$ cat config.mk
export PLATFORM = sky130hd
export DESIGN_NAME = serirq_host_ctrl
export DESIGN_NICKNAME = d
export VERILOG_FILES = /design/src/rtl/serirq_pkg.sv /design/src/rtl/serirq_frame_fsm.sv /design/src/rtl/serirq_slot_capture.sv /design/src/rtl/serirq_mode_reg.sv /design/src/rtl/serirq_host_ctrl.sv
export SDC_FILE = /design/constraint.sdc
export NUM_CORES = 1
export LEC_CHECK = 0
export ABC_AREA = 1
export BUFFER_PORTS_ARGS = -buffer_cell sky130_fd_sc_hd__buf_2
export CORE_MARGIN = 8
export CORE_UTILIZATION = 45
export DETAILED_ROUTE_END_ITERATION = 12
export SYNTH_ARGS = -nofsm -noshare
export SYNTH_HDL_FRONTEND = slang
export SYNTH_SLANG_ARGS = --single-unit
$ cat constraint.sdc
create_clock -name clk -period 3.85 [get_ports clk]
set_clock_uncertainty 0.15 [all_clocks]
set_input_delay 0.1925 -clock clk [delete_from_list [all_inputs] [get_ports clk]]
set_output_delay 0.1925 -clock clk [all_outputs]
set_load 0.02 [all_outputs]
$ cat src/rtl/serirq_pkg.sv
// Shared types and constants for the serial interrupt host controller.
// Assumes the wire idles high through an external pull-up.
package serirq_pkg;
    typedef enum logic [2:0] {
        ST_IDLE,
        ST_START_LO,
        ST_START_HI,
        ST_SLOT,
        ST_STOP_LO,
        ST_STOP_REC,
        ST_STOP_TA
    } frame_st_e;

    localparam int unsigned START_MIN      = 3;
    localparam int unsigned START_MAX      = 7;
    localparam int unsigned SLOT_PHASES    = 3;
    localparam int unsigned STOP_LO_QUIET  = 2;
    localparam int unsigned STOP_LO_CONT   = 3;
endpackage

$ cat src/rtl/serirq_frame_fsm.sv
// Frame sequencer: detects or issues the Start Frame, walks the data slots
// and emits the Stop Frame. Assumes start_width is stable while a Start Frame
// is being opened. Drives the wire controls straight from registered state.
module serirq_frame_fsm
    import serirq_pkg::*;
#(
    parameter int unsigned NUM_SLOTS = 17,
    localparam int unsigned SLOT_W   = (NUM_SLOTS > 1) ? $clog2(NUM_SLOTS) : 1
) (
    input  logic              clk,
    input  logic              rst_n,
    input  logic [2:0]        start_width,
    input  logic              next_quiet,
    input  logic              host_start_req,
    input  logic              line_in,
    input  logic              quiet_mode,
    output logic              line_oe,
    output logic              line_out,
    output logic              sample_en,
    output logic [SLOT_W-1:0] slot_idx,
    output logic              cycle_done,
    output logic              stop_quiet,
    output logic              busy
);
    frame_st_e   state;
    logic [2:0]  cnt;
    logic [1:0]  phase;
    logic [2:0]  width_eff;
    logic        agent_start;

    // Clamp the programmed host drive count into its legal range.
    always_comb begin
        if (start_width < 3'(START_MIN)) width_eff = 3'(START_MIN);
        else                             width_eff = start_width;
    end

    // An agent start is a low wire while idle and undriven in Quiet mode.
    assign agent_start = (state == ST_IDLE) && quiet_mode && !line_in;

    // Sequence the frames of one serial interrupt cycle.
    always_ff @(posedge clk) begin
        if (!rst_n) begin
            state      <= ST_IDLE;
            cnt        <= '0;
            phase      <= '0;
            slot_idx   <= '0;
            stop_quiet <= 1'b0;
        end else begin
            unique case (state)
                ST_IDLE: begin
                    if (agent_start) begin
                        state <= ST_START_LO;
                        cnt   <= width_eff - 3'd1;
                    end else if (host_start_req) begin
                        state <= ST_START_LO;
                        cnt   <= width_eff;
                    end
                end
                ST_START_LO: begin
                    if (cnt == 3'd0) state <= ST_START_HI;
                    else             cnt   <= cnt - 3'd1;
                end
                ST_START_HI: begin
                    state    <= ST_SLOT;
                    phase    <= '0;
                    slot_idx <= '0;
                end
                ST_SLOT: begin
                    if (phase == 2'(SLOT_PHASES - 1)) begin
                        phase <= '0;
                        if (slot_idx == SLOT_W'(NUM_SLOTS - 1)) begin
                            state      <= ST_STOP_LO;
                            stop_quiet <= next_quiet;
                            cnt        <= next_quiet ? 3'(STOP_LO_QUIET - 1)
                                                     : 3'(STOP_LO_CONT - 1);
                        end else begin
                            slot_idx <= slot_idx + SLOT_W'(1);
                        end
                    end else begin
                        phase <= phase + 2'd1;
                    end
                end
                ST_STOP_LO: begin
                    if (cnt == 3'd0) state <= ST_STOP_REC;
                    else             cnt   <= cnt - 3'd1;
                end
                ST_STOP_REC: state <= ST_STOP_TA;
                ST_STOP_TA:  state <= ST_IDLE;
                default:     state <= ST_IDLE;
            endcase
        end
    end

    // Decode the wire controls and strobes from the current frame state.
    always_comb begin
        line_oe    = 1'b0;
        line_out   = 1'b1;
        unique case (state)
            ST_START_LO, ST_STOP_LO: begin
                line_oe  = 1'b1;
                line_out = 1'b0;
            end
            ST_START_HI, ST_STOP_REC: begin
                line_oe  = 1'b1;
                line_out = 1'b1;
            end
            default: ;
        endcase
        sample_en  = (state == ST_SLOT) && (phase == 2'd0);
        cycle_done = (state == ST_STOP_TA);
        busy       = (state != ST_IDLE);
    end

    // one high clock after the start low drive, then the wire is released.
    p_start_release_r4: assert property (@(posedge clk) disable iff (!rst_n)
        (state == ST_START_HI) |=> (state == ST_SLOT && !line_oe));

    // a sample clock is always followed by a non-sample slot clock.
    p_sample_spacing_r5: assert property (@(posedge clk) disable iff (!rst_n)
        sample_en |=> (state == ST_SLOT && !sample_en));

    // the last stop low clock leads to the driven-high recovery clock.
    p_stop_end_r6: assert property (@(posedge clk) disable iff (!rst_n)
        (state == ST_STOP_LO && cnt == 3'd0) |=> (line_oe && line_out));

    // in Continuous mode, only a host request leaves idle.
    p_cont_no_agent_r9: assert property (@(posedge clk) disable iff (!rst_n)
        (state == ST_IDLE && !quiet_mode && !host_start_req) |=> !busy);

    // a request during a cycle does not cut the cycle short.
    p_busy_hold_r10: assert property (@(posedge clk) disable iff (!rst_n)
        (busy && !cycle_done) |=> busy);
endmodule

$ cat src/rtl/serirq_slot_capture.sv
// Slot capture: stores the wire level of each sample clock into a shadow
// vector and publishes it with a one-clock strobe at the end of the cycle.
// Assumes slot_idx is below NUM_SLOTS whenever sample_en is high.
module serirq_slot_capture #(
    parameter int unsigned NUM_SLOTS = 17,
    localparam int unsigned SLOT_W   = (NUM_SLOTS > 1) ? $clog2(NUM_SLOTS) : 1
) (
    input  logic                 clk,
    input  logic                 rst_n,
    input  logic                 sample_en,
    input  logic [SLOT_W-1:0]    slot_idx,
    input  logic                 line_in,
    input  logic                 cycle_done,
    output logic [NUM_SLOTS-1:0] irq_vec,
    output logic                 vec_valid
);
    logic [NUM_SLOTS-1:0] shadow;

    // Record each slot's sampled level at its own bit position.
    for (genvar g = 0; g < NUM_SLOTS; g++) begin : g_bit
        always_ff @(posedge clk) begin
            if (!rst_n)                                      shadow[g] <= 1'b1;
            else if (sample_en && slot_idx == SLOT_W'(g))    shadow[g] <= line_in;
        end
    end

    // Publish the completed vector with a single-clock strobe.
    always_ff @(posedge clk) begin
        if (!rst_n) begin
            irq_vec   <= '1;
            vec_valid <= 1'b0;
        end else begin
            vec_valid <= cycle_done;
            if (cycle_done) irq_vec <= shadow;
        end
    end

    // the strobe never lasts two clocks.
    p_valid_pulse_r7: assert property (@(posedge clk) disable iff (!rst_n)
        vec_valid |=> !vec_valid);

    // the published vector changes only together with the strobe.
    p_vec_hold_r7: assert property (@(posedge clk) disable iff (!rst_n)
        !vec_valid |-> $stable(irq_vec));
endmodule

$ cat src/rtl/serirq_mode_reg.sv
// Bus mode register: takes the mode encoded by the Stop Frame at the end of
// each cycle. Resets to Continuous mode so the host opens the first cycle.
module serirq_mode_reg (
    input  logic clk,
    input  logic rst_n,
    input  logic cycle_done,
    input  logic stop_quiet,
    output logic quiet_mode
);
    // Update the mode only when a Stop Frame has just finished.
    always_ff @(posedge clk) begin
        if (!rst_n)          quiet_mode <= 1'b0;
        else if (cycle_done) quiet_mode <= stop_quiet;
    end

    // the mode holds steady outside the end of a cycle.
    p_mode_stable_r8: assert property (@(posedge clk) disable iff (!rst_n)
        !cycle_done |=> $stable(quiet_mode));
endmodule

$ cat src/rtl/serirq_host_ctrl.sv
// Top of the serial interrupt host frame controller. Joins the frame
// sequencer, the slot capture and the mode register. Assumes line_in is the
// resolved wire level, including the host's own drive.
module serirq_host_ctrl
    import serirq_pkg::*;
#(
    parameter int unsigned NUM_SLOTS = 17,
    localparam int unsigned SLOT_W   = (NUM_SLOTS > 1) ? $clog2(NUM_SLOTS) : 1
) (
    input  logic                 clk,
    input  logic                 rst_n,
    input  logic [2:0]           start_width,
    input  logic                 next_quiet,
    input  logic                 host_start_req,
    input  logic                 line_in,
    output logic                 line_oe,
    output logic                 line_out,
    output logic [NUM_SLOTS-1:0] irq_vec,
    output logic                 vec_valid,
    output logic                 quiet_mode,
    output logic                 busy
);
    logic              sample_en;
    logic [SLOT_W-1:0] slot_idx;
    logic              cycle_done;
    logic              stop_quiet;

    serirq_frame_fsm #(.NUM_SLOTS(NUM_SLOTS)) u_fsm (
        .clk            (clk),
        .rst_n          (rst_n),
        .start_width    (start_width),
        .next_quiet     (next_quiet),
        .host_start_req (host_start_req),
        .line_in        (line_in),
        .quiet_mode     (quiet_mode),
        .line_oe        (line_oe),
        .line_out       (line_out),
        .sample_en      (sample_en),
        .slot_idx       (slot_idx),
        .cycle_done     (cycle_done),
        .stop_quiet     (stop_quiet),
        .busy           (busy)
    );

    serirq_slot_capture #(.NUM_SLOTS(NUM_SLOTS)) u_cap (
        .clk        (clk),
        .rst_n      (rst_n),
        .sample_en  (sample_en),
        .slot_idx   (slot_idx),
        .line_in    (line_in),
        .cycle_done (cycle_done),
        .irq_vec    (irq_vec),
        .vec_valid  (vec_valid)
    );

    serirq_mode_reg u_mode (
        .clk        (clk),
        .rst_n      (rst_n),
        .cycle_done (cycle_done),
        .stop_quiet (stop_quiet),
        .quiet_mode (quiet_mode)
    );

    // nothing is driven in the first clock after reset.
    p_reset_idle_r1: assert property (@(posedge clk)
        !rst_n |=> (!line_oe && !vec_valid && !busy && !quiet_mode));
endmodule

==> flow_metrics.py, run 1 <==
metrics = {
    "timing": {
        "worst_slew_pin_slew_ns": 0.722,
        "finalHoldViolCount": 0,
        "holdWs_ns": 0.0957,
        "setup_violations": 0,
        "final_max_slew_viol_count": 0,
        "layout_min_cycle_time_ns": 2.00,
        "fin_tns_setup_ns": 0,
        "grt_setup_unrepaired": "no",
        "max_freq_ghz": 0.499,
        "slew_headroom_pct": 51.5,
        "timing.final.crit_share_pct": 52.0,
    },
    "hold_path": {
        "hp-start": "next_quiet",
        "min_delay_path_depth": 3,
        "min-delay-path-class": "primary input to flip-flop",
    },
    "route": {
        "via_per_inst": 4.74,
        "dr.first_iter.drc_count": 122,
        "drtAntennaViolNets": 0,
        "postRouteWirelength_mm": 5.27,
        "drt_pass1_iterations": 4,
        "wire_per_inst_um": 11.9,
        "num_vias": 2104,
        "drc": 0,
    },
    "place": {
        "io_buffers": 29,
        "gp_congestion": 0.870,
        "dp.final_hpwl_mm": 3.98,
    },
    "worst_setup_path": {
        "crit_path_start": "u_fsm.state[0]$_SDFFE_PN0P_",
        "critical_path.cell_chain": "nand2_2, nor2_8, nand2_4, nor2_4, nand2_1, o21ai_0, nand3_1",
        "max_stage_delay_ns": 0.54,
        "path_depth": 7,
        "worstRegToRegCells": 7,
        "r2r-start": "u_fsm.state[0]$_SDFFE_PN0P_",
        "start_kind": "flip-flop",
        "cp.required_ns": 3.88,
        "crit_path_end_kind": "flip-flop",
        "crit_buf_inv": 0,
        "cp_top_family": "simple AND/OR/NAND/NOR gates",
        "crit_type": "flip-flop to flip-flop",
        "arrival_ns": 2.03,
        "slowest_stage": "dfxtp_1",
        "crit_fanout": 12,
    },
    "clock_network": {
        "cts_tree": "done",
        "cts.repair.resized": 0,
        "cts_buffer_depth": 2,
        "cts_buffers": 5,
        "clk_pin_slew_worst_paths_ns": 0.09,
        "clock-sinks": 50,
        "clk_latency_ns": 0.31,
        "ctsHoldBuffers": 0,
        "root_buffer": "clkbuf_8",
        "postCtsSetupBuffers": 0,
        "ctsHtreeMaxLevel": 2,
    },
    "floorplan": {
        "die_h_um": 89.3,
        "dieArea_um2": 7980,
        "io_pins": 30,
        "initial_core_util_pct": 47.1,
        "core_area_um2": 5140,
        "rows": 26,
        "die_w_um": 89.3,
    },
    "logic_synthesis": {
        "synth-edff-count": 0,
        "netlist_instances": 348,
        "ys_types": 28,
        "synthArstFlopShare_pct": 0,
        "avgSynthCellArea_um2": 6.95,
        "synth_ff_type": "dfxtp_1",
        "seq_area_frac_synth_pct": 41.4,
        "ys_ff_latch": 50,
        "syn-cell-area_um2": 2420,
        "synthesis.nets": 364,
        "yosys_warnings": 0,
    },
    "power_and_ir_drop": {
        "power_density_nw_per_um2": 502,
        "p_leak_nw": 1.12,
        "ir_worst_vdd_v": 0.000281,
    },
    "grt": {
        "grt_pass1_wl_mm": 9.09,
        "antenna_found_initial": 0,
        "grtUsageTotal_pct": 14.4,
        "grt_max_degree": 27,
        "grt_pass1_vias": 1920,
        "grt_remaining_overflow": 0,
    },
    "final_layout": {
        "layout_commonest_cell": "nand2_1",
        "syn2layout_area_growth_pct": 11.7,
        "layout_common_cells": "71 x nand2_1, 66 x nor2_1, 50 x dfxtp_1",
        "layout-drive-gt1-share_pct": 13.4,
        "nets": 389,
        "n_antenna_cell": 0,
    },
    "job": {
        "drv_cap": 0,
    },
    "run_status": {
        "status": "completed",
    },
}
## layout make-up
class	count	area [µm²]
clock inverters	3	43.8
inverters	36	135
repair buffers	29	145
clock buffers	5	68.8
well taps	70	87.6
multi-input cells	251	1220
flip-flops and latches	50	1000
fillers	543	2440
## stage by stage
step | std cells | setup slack (ns) | total power [mW] | area, µm² | utilization, %
6_report | 444 | 1.85 | 1.36 | 2700 | 52.6
5_1_grt | 444 | 1.62 | 1.46 | 2700 | 52.6
4_1_cts | 444 | 1.83 | 1.37 | 2700 | 52.6
3_5_place_dp | 436 | 1.80 | 0.994 | 2590 | 50.4
3_3_place_gp | 436 | 1.83 | 0.992 | 2590 | 50.4
2_1_floorplan | 348 | 2.22 | 0.905 | 2420 | -
## state kept, by name, summed over array words and instances (netlist names)
name and count:
u_fsm.stop_quiet 1, u_mode.quiet_mode 1, u_fsm.phase 2, u_fsm.cnt 3
u_fsm.state 3, u_fsm.slot_idx 5, u_cap.vec_valid 1, u_cap.irq_vec 17
u_cap.shadow 17
## metal layers
metal / track usage [%] / up-vias / share of wire (%)
li1: - / 1165 / -
met1: 19.5 / 910 / 51
met2: 22.6 / 23 / 44
met3: 3.13 / 6 / 4.2
met4: 3.17 / 0 / 0.78
met5: 0 / - / 0
## logic make-up after synthesis
| family | count (synthesis) | share of synthesized area (%) |
|---|---|---|
| and+or+nand+nor | 207 | 38.3 |
| DFF | 50 | 41.4 |
| buffers and inverters | 47 | 8.17 |
| AOI/OAI and AO/OA | 35 | 7.70 |
| adders and majority gates | 8 | 4.14 |
| xor gates and xnor gates | 1 | 0.362 |
## cells in the mapped netlist (all sizes together) (5+ instances only)
master / instances / area (µm²)
nand2: 78 / 320
nor2: 70 / 297
dfxtp: 50 / 1000
inv: 35 / 131
nand3: 29 / 145
o21ai: 21 / 105
nor3: 19 / 95.1
a21oi: 11 / 58.8
nand4: 9 / 56.3
ha: 8 / 100
buf: 6 / 43.8
clkbuf: 5 / 18.8
## tightest hold or removal path, delay by kind of cell
kind / cells / cell delay, ns
AND/OR/NAND/NOR: 2 / 0.18
buffers and inverters: 1 / 0.11
## power breakdown
group          switching (mW)  total [mW]  internal (mW)
sequential             0.0305       0.575          0.545
combinational           0.281       0.405          0.125
clock                   0.180       0.375          0.195
total                   0.491        1.36          0.864
## worst paths after layout
kind / endpoint / slack (ns)
setup / recovery: u_cap.shadow[8]$_SDFFE_PN1P_ / 1.85
hold / removal: u_fsm.stop_quiet$_SDFFE_PN0P_ / 0.1
setup reg to reg: u_cap.shadow[8]$_SDFFE_PN1P_ / 1.85
hold reg to reg: u_cap.shadow[9]$_SDFFE_PN1P_ / 0.33
(Power assumes the default switching activity.)
==> run 2, diff against run 1 <==
clock period = 1.95 ns   (was 3.85 ns; I/O delays follow)
==> run 2 against run 1 <==
Effect of this change: first-iteration DRC count is 13% higher; non-clock buffer count is 10 higher; via count increased by 4.6%; setup slack worse by 1.7 ns; sequential share of layout area fell by 1.0 points; total power rose by 92%; critical path type is now flip-flop to output port; cell count rose by 2.3%; clock power up 61%; register-to-register slack lost 1.6 ns; flip-flop and latch count unchanged.
==> flow_metrics.py, run 2 (synthesis gave the netlist of run 1 again) <==
metrics = {
    "worst_setup_path": {
        "cp_top_family": "simple AND/OR/NAND/NOR gates",
        "cp.required_ns": 1.70,
        "crit_type": "flip-flop to output port",
        "crit_buf_inv": 3,
        "arrival_ns": 1.52,
        "cp_common_cell": "nand2_1",
        "slowest_stage": "dfxtp_1",
        "max_stage_delay_ns": 0.37,
        "crit_path_start": "u_fsm.state[0]$_SDFFE_PN0P_",
        "critical_path.cell_chain": "buf_4, nor2_2, nand2_1, nand2_1, inv_1, buf_2",
        "crit_path_end_kind": "output port",
        "start_kind": "flip-flop",
        "r2r-start": "u_fsm.state[0]$_SDFFE_PN0P_",
        "crit_fanout": 7,
    },
    "timing": {
        "finalHoldViolCount": 0,
        "timing.final.crit_share_pct": 90.6,
        "worst_slew_pin_slew_ns": 0.414,
        "max_freq_ghz": 0.566,
        "fin_tns_setup_ns": 0,
        "final_max_slew_viol_count": 0,
        "setup_violations": 0,
        "layout_min_cycle_time_ns": 1.77,
        "holdWs_ns": 0.0567,
        "grt_setup_unrepaired": "no",
        "slew_headroom_pct": 72.3,
    },
    "final_layout": {
        "syn2layout_area_growth_pct": 14.9,
        "final_area_um2": 2780,
        "utilization_pct": 54.1,
        "layout_commonest_cell": "nand2_1",
        "n_antenna_cell": 0,
        "n_fill_cell": 549,
        "layout_common_cells": "70 x nand2_1, 65 x nor2_1, 49 x dfxtp_1",
        "top_regs": "u_cap.irq_vec x17, u_cap.shadow x17, u_fsm.slot_idx x5",
        "layout-drive-gt1-share_pct": 16.1,
        "nets": 399,
    },
    "power_and_ir_drop": {
        "p_seq_share_pct": 43.0,
        "power_switching_uw": 987,
        "pwr-share-comb_pct": 33.8,
        "intPower_mw": 1.62,
        "power_switching_share_pct": 37.9,
        "power_density_nw_per_um2": 937,
        "pwr-share-clk_pct": 23.2,
        "p_leak_nw": 1.15,
        "ir_worst_vdd_v": 0.000571,
    },
    "clock_network": {
        "cts_tree": "done",
        "ctsHtreeMaxLevel": 2,
        "root_buffer": "clkbuf_8",
        "postCtsSetupBuffers": 0,
        "clock-sinks": 50,
        "clk_latency_ns": 0.30,
        "cts_buffer_depth": 2,
        "cts_buffers": 5,
        "clk_pin_slew_worst_paths_ns": 0.10,
    },
    "route": {
        "via_per_inst": 4.85,
        "drc": 0,
        "wire_per_inst_um": 12.0,
        "drt_pass1_iterations": 4,
        "postRouteWirelength_mm": 5.46,
        "dr.first_iter.drc_count": 138,
        "num_vias": 2200,
        "drtAntennaViolNets": 0,
    },
    "place": {
        "gp_congestion": 0.838,
        "dp.final_hpwl_mm": 4.08,
        "place_area_um2": 2650,
        "io_buffers": 29,
    },
    "floorplan": {
        "dieArea_um2": 7980,
        "initial_core_util_pct": 47.1,
        "core_area_um2": 5140,
        "die_h_um": 89.3,
        "die_w_um": 89.3,
        "rows": 26,
        "io_pins": 30,
    },
    "grt": {
        "grt_pass1_vias": 2026,
        "grt_max_degree": 27,
        "grt_remaining_overflow": 0,
        "grtUsageTotal_pct": 15.0,
        "grt_pass1_wl_mm": 9.40,
        "antenna_found_initial": 0,
    },
    "hold_path": {
        "min-delay-path-class": "primary input to flip-flop",
        "hp-start": "line_in",
    },
    "job": {
        "drv_cap": 0,
    },
    "run_status": {
        "status": "completed",
    },
}
-- run 2: final cells by class --
type / instances / area (µm²) / share of cell area [%]
clock buffer: 5 / 68.8 / 2.47
clock inverter: 3 / 21.3 / 0.765
inverter: 36 / 135 / 4.86
multi-input combinational: 251 / 1240 / 44.6
sequential: 50 / 1000 / 36.0
tap: 70 / 87.6 / 3.15
timing repair buffer: 39 / 225 / 8.10
-- run 2: power groups by stage --
stage	Combinational, mW	Clock, mW	Sequential [mW]
floorplan	0.667	0	1.12
global placement	0.844	0	1.14
detailed placement	0.847	0	1.14
CTS	0.853	0.628	1.12
global route	1.01	0.672	1.13
finish	0.880	0.604	1.12
-- run 2: repair_timing --
item / in CTS / in global routing
resized for setup: 0 / 6
hold buffers: 2 / 0
hold endpoints to repair: 4 / 0
endpoints found under the setup margin: 0 / 8
-- run 2: routing by layer --
metal | part of all wire, % | wire [µm] | track usage, %
met5 | 0 | 0 | 0
met4 | 0.97 | 53 | 4.23
met3 | 4.7 | 255 | 3.95
met2 | 45 | 2460 | 23.8
met1 | 49 | 2700 | 19.4
-- run 2: final timing paths --
path | endpoint | slack, ns | cells past startpoint
hold reg to reg | u_fsm.slot_idx[0]$_SDFFE_PN0P_ | 0.31 | 1
setup reg to reg | u_fsm.cnt[0]$_SDFFE_PN0P_ | 0.21 | 9
setup / recovery | line_out | 0.18 | 6
hold / removal | u_cap.shadow[12]$_SDFFE_PN1P_ | 0.06 | 3
-- run 2: stage by stage --
stage | instances | power [mW] | worst slack, ns
floorplan | 348 | 1.79 | 0.322
global placement | 444 | 1.98 | 0.185
detailed placement | 444 | 1.99 | 0.0919
CTS | 454 | 2.60 | 0.0913
global route | 454 | 2.81 | 0.00871
finish | 454 | 2.61 | 0.183
-- run 2: worst min-delay path, stage by stage --
cell	delay [ns]
buf_2	0.20
nand2_1	0.10
nand3_1	0.06
==> run 3, diff against run 2 <==
ABC_AREA = unset   (was 1)
==> run 3 against run 2 <==
Effect of this change: core utilization is essentially flat; maximum frequency shrank 3.4%; register-to-register slack lost 0.09 ns; combinational power shrank 4.5%; via count shrank 11%; flip-flop and latch count is the same; hold slack gained 0.016 ns; synthesized cell count shrank 27%; die area shrank 1.1%; setup slack lost 0.062 ns; critical path depth is the same; largest cell class unchanged.
==> flow_metrics.py, run 3 <==
metrics = {
    "power_and_ir_drop": {
        "ir_worst_vdd_v": 0.000480,
        "power_mw": 2.75,
        "pwr-share-clk_pct": 27.6,
        "power_density_nw_per_um2": 993,
        "p_leak_nw": 1.14,
        "intPower_mw": 1.82,
        "p_seq_share_pct": 41.8,
        "pwr-share-comb_pct": 30.6,
        "power_switching_uw": 930,
        "power_switching_share_pct": 33.8,
    },
    "logic_synthesis": {
        "synth-xor-area-share_pct": 0.367,
        "avgSynthCellArea_um2": 9.40,
        "ys_ff_latch": 50,
        "seq_area_frac_synth_pct": 41.9,
        "synth-edff-count": 0,
        "synthArstFlopShare_pct": 0,
        "synthMuxAreaShare_pct": 8.49,
        "synth_most_common_cell": "dfxtp_1",
        "synthesis.nets": 270,
        "synth_common_cells": "50 x dfxtp_1, 25 x nand2_1, 18 x mux2i_1",
        "netlist_instances": 254,
        "synth_area_leader_cell": "dfxtp_1",
        "synth_top_area_share_pct": 41.9,
        "synth_ff_type": "dfxtp_1",
        "yosys_warnings": 0,
        "yosys.area_share.simple_pct": 23.0,
        "ys_types": 51,
        "ys_top_cells_by_area": "dfxtp_1 42%, mux2i_1 7.5%, o22a_1 6.2%, ha_1 4.2%, nand4_1 4.2%",
        "synth_top_family_by_area": "simple AND/OR/NAND/NOR gates",
        "synthAdderAreaFrac_pct": 4.19,
        "syn-cell-area_um2": 2390,
        "synth_compound_area_share_pct": 16.8,
    },
    "final_layout": {
        "top_regs": "u_cap.irq_vec x17, u_cap.shadow x17, u_fsm.slot_idx x5",
        "fin_cells": 356,
        "final_area_um2": 2770,
        "layout-drive-gt1-share_pct": 22.7,
        "layout_commonest_cell": "dfxtp_1",
        "nets": 301,
        "syn2layout_area_growth_pct": 15.8,
        "n_antenna_cell": 0,
        "utilization_pct": 54.1,
        "layout_common_cells": "48 x dfxtp_1, 29 x buf_2, 25 x nand2_1",
    },
    "floorplan": {
        "dieArea_um2": 7900,
        "io_pins": 30,
        "rows": 26,
        "initial_core_util_pct": 46.8,
        "core_area_um2": 5110,
        "die_w_um": 88.9,
        "die_h_um": 88.9,
    },
    "worst_setup_path": {
        "r2r-end": "u_fsm.slot_idx[4]$_SDFFE_PN0P_",
        "cp_common_cell": "ha_1",
        "r2r_setup_slack_ns": 0.12,
        "critical_path.endpoint": "u_fsm.slot_idx[4]$_SDFFE_PN0P_",
        "worstRegToRegCells": 6,
        "max_stage_delay_ns": 0.32,
        "cp.required_ns": 2.06,
        "crit_fanout": 6,
        "r2r-start": "u_fsm.slot_idx[0]$_SDFFE_PN0P_",
        "crit_type": "flip-flop to flip-flop",
        "slowest_stage": "dfxtp_1",
        "start_kind": "flip-flop",
        "crit_path_start": "u_fsm.slot_idx[0]$_SDFFE_PN0P_",
        "arrival_ns": 1.93,
        "crit_buf_inv": 1,
        "path_depth": 6,
        "crit_path_end_kind": "flip-flop",
        "critical_path.cell_chain": "buf_4, ha_1, and3_1, ha_1, nor4_1, o21a_1",
        "cp_top_family": "adder cells",
    },
    "route": {
        "via_per_inst": 5.47,
        "dr.first_iter.drc_count": 100,
        "drc": 0,
        "postRouteWirelength_mm": 5.26,
        "wire_per_inst_um": 14.8,
        "drt_pass1_iterations": 4,
        "drtAntennaViolNets": 0,
        "num_vias": 1948,
    },
    "place": {
        "io_buffers": 29,
        "dp.final_hpwl_mm": 3.83,
        "place_ws_ns": 0.00399,
        "placed_cells": 347,
        "gp_congestion": 0.810,
        "place_area_um2": 2620,
    },
    "grt": {
        "antenna_found_initial": 0,
        "grt_remaining_overflow": 0,
        "grt_max_degree": 27,
        "grtUsageTotal_pct": 13.9,
        "grt_pass1_vias": 1826,
        "grt_pass1_wl_mm": 8.55,
    },
    "hold_path": {
        "min-delay-path-class": "primary input to flip-flop",
    },
    "timing": {
        "final_max_slew_viol_count": 0,
        "setup_violations": 0,
        "slew_headroom_pct": 68.1,
        "layout_setup_ws_ns": 0.121,
        "layout_min_cycle_time_ns": 1.83,
        "fin_tns_setup_ns": 0,
        "max_freq_ghz": 0.547,
        "holdWs_ns": 0.0723,
        "worst_slew_pin_slew_ns": 0.477,
        "finalHoldViolCount": 0,
        "timing.final.crit_share_pct": 93.8,
        "grt_setup_unrepaired": "yes",
    },
    "job": {
        "drv_cap": 0,
    },
    "clock_network": {
        "clock-sinks": 50,
        "clk_latency_ns": 0.31,
        "cts_buffers": 5,
        "postCtsSetupBuffers": 0,
        "cts_buffer_depth": 2,
        "cts_tree": "done",
        "root_buffer": "clkbuf_8",
        "clk_pin_slew_worst_paths_ns": 0.09,
        "ctsHtreeMaxLevel": 2,
    },
    "run_status": {
        "status": "completed",
    },
}
[run 3: cell count changes in the layout (fill, tap and decap cells not counted), moves of 8 or more]
cell     change
nor2b_1      +8
nand3_1     -23
nand2_1     -45
nor2_1      -59
inv_1       -24
mux2i_1     +18
o22a_1      +17
o21ai_0     -11
nor3_1      -12
[run 3: how the worst min path moves through the flow]
stage,start,end,depth (start not counted),slack [ns]
2_1_floorplan,next_quiet,u_fsm.stop_quiet$_SDFFE_PN0P_,2,0.09
3_3_place_gp,next_quiet,u_fsm.stop_quiet$_SDFFE_PN0P_,3,0.24
3_5_place_dp,next_quiet,u_fsm.stop_quiet$_SDFFE_PN0P_,3,0.24
4_1_cts,host_start_req,u_fsm.state[1]$_SDFFE_PN0P_,3,0.06
5_1_grt,host_start_req,u_fsm.state[1]$_SDFFE_PN0P_,3,0.08
6_report,host_start_req,u_fsm.state[1]$_SDFFE_PN0P_,3,0.07
[run 3: worst min-delay path, delay by kind of cell]
| kind | cells | cell delay (ns) |
|---|---|---|
| AO/OA/AOI/OAI | 1 | 0.23 |
| buffers and inverters | 1 | 0.09 |
| AND/OR/NAND/NOR | 1 | 0.07 |
[run 3: layout make-up]
cell class | count | area [µm²]
fillers | 493 | 2340
multi-input cells | 176 | 1280
well taps | 70 | 87.6
flip-flops and latches | 50 | 1000
clock inverters | 3 | 47.5
inverters | 12 | 45.0
clock buffers | 5 | 68.8
repair buffers | 40 | 230
[run 3: kinds of logic (layout without fill, tap and decap cells)]
| kind of cell | count (synthesis) | after routing |
|---|---|---|
| xor gates and xnor gates | 1 | 1 |
| muxes | 20 | 20 |
| AOI/OAI and AO/OA | 51 | 51 |
| buffers and inverters | 28 | 60 |
| and+or+nand+nor | 96 | 96 |
| DFF | 50 | 50 |
| adders and majority gates | 8 | 8 |
[run 3: timing repair]
item                                   4_1_cts  5_1_grt
endpoints found under the hold margin        1        0
hold buffers                                 1        0
resized for setup                            1        5
setup endpoints to repair                    5       12
[run 3: power groups by stage]
stage          clock network (mW)  registers (mW)  logic, mW
2_1_floorplan                   0            1.13      0.680
3_3_place_gp                    0            1.17      0.819
3_5_place_dp                    0            1.17      0.821
4_1_cts                     0.783            1.14      0.828
5_1_grt                     0.819            1.16      0.928
6_report                    0.759            1.15      0.840
[run 3: metal layers]
metal	part of all wire, %	global-route usage, %
met5	0	0
met4	1.1	5.07
met3	5.2	4.09
met2	42	21.4
met1	52	17.8
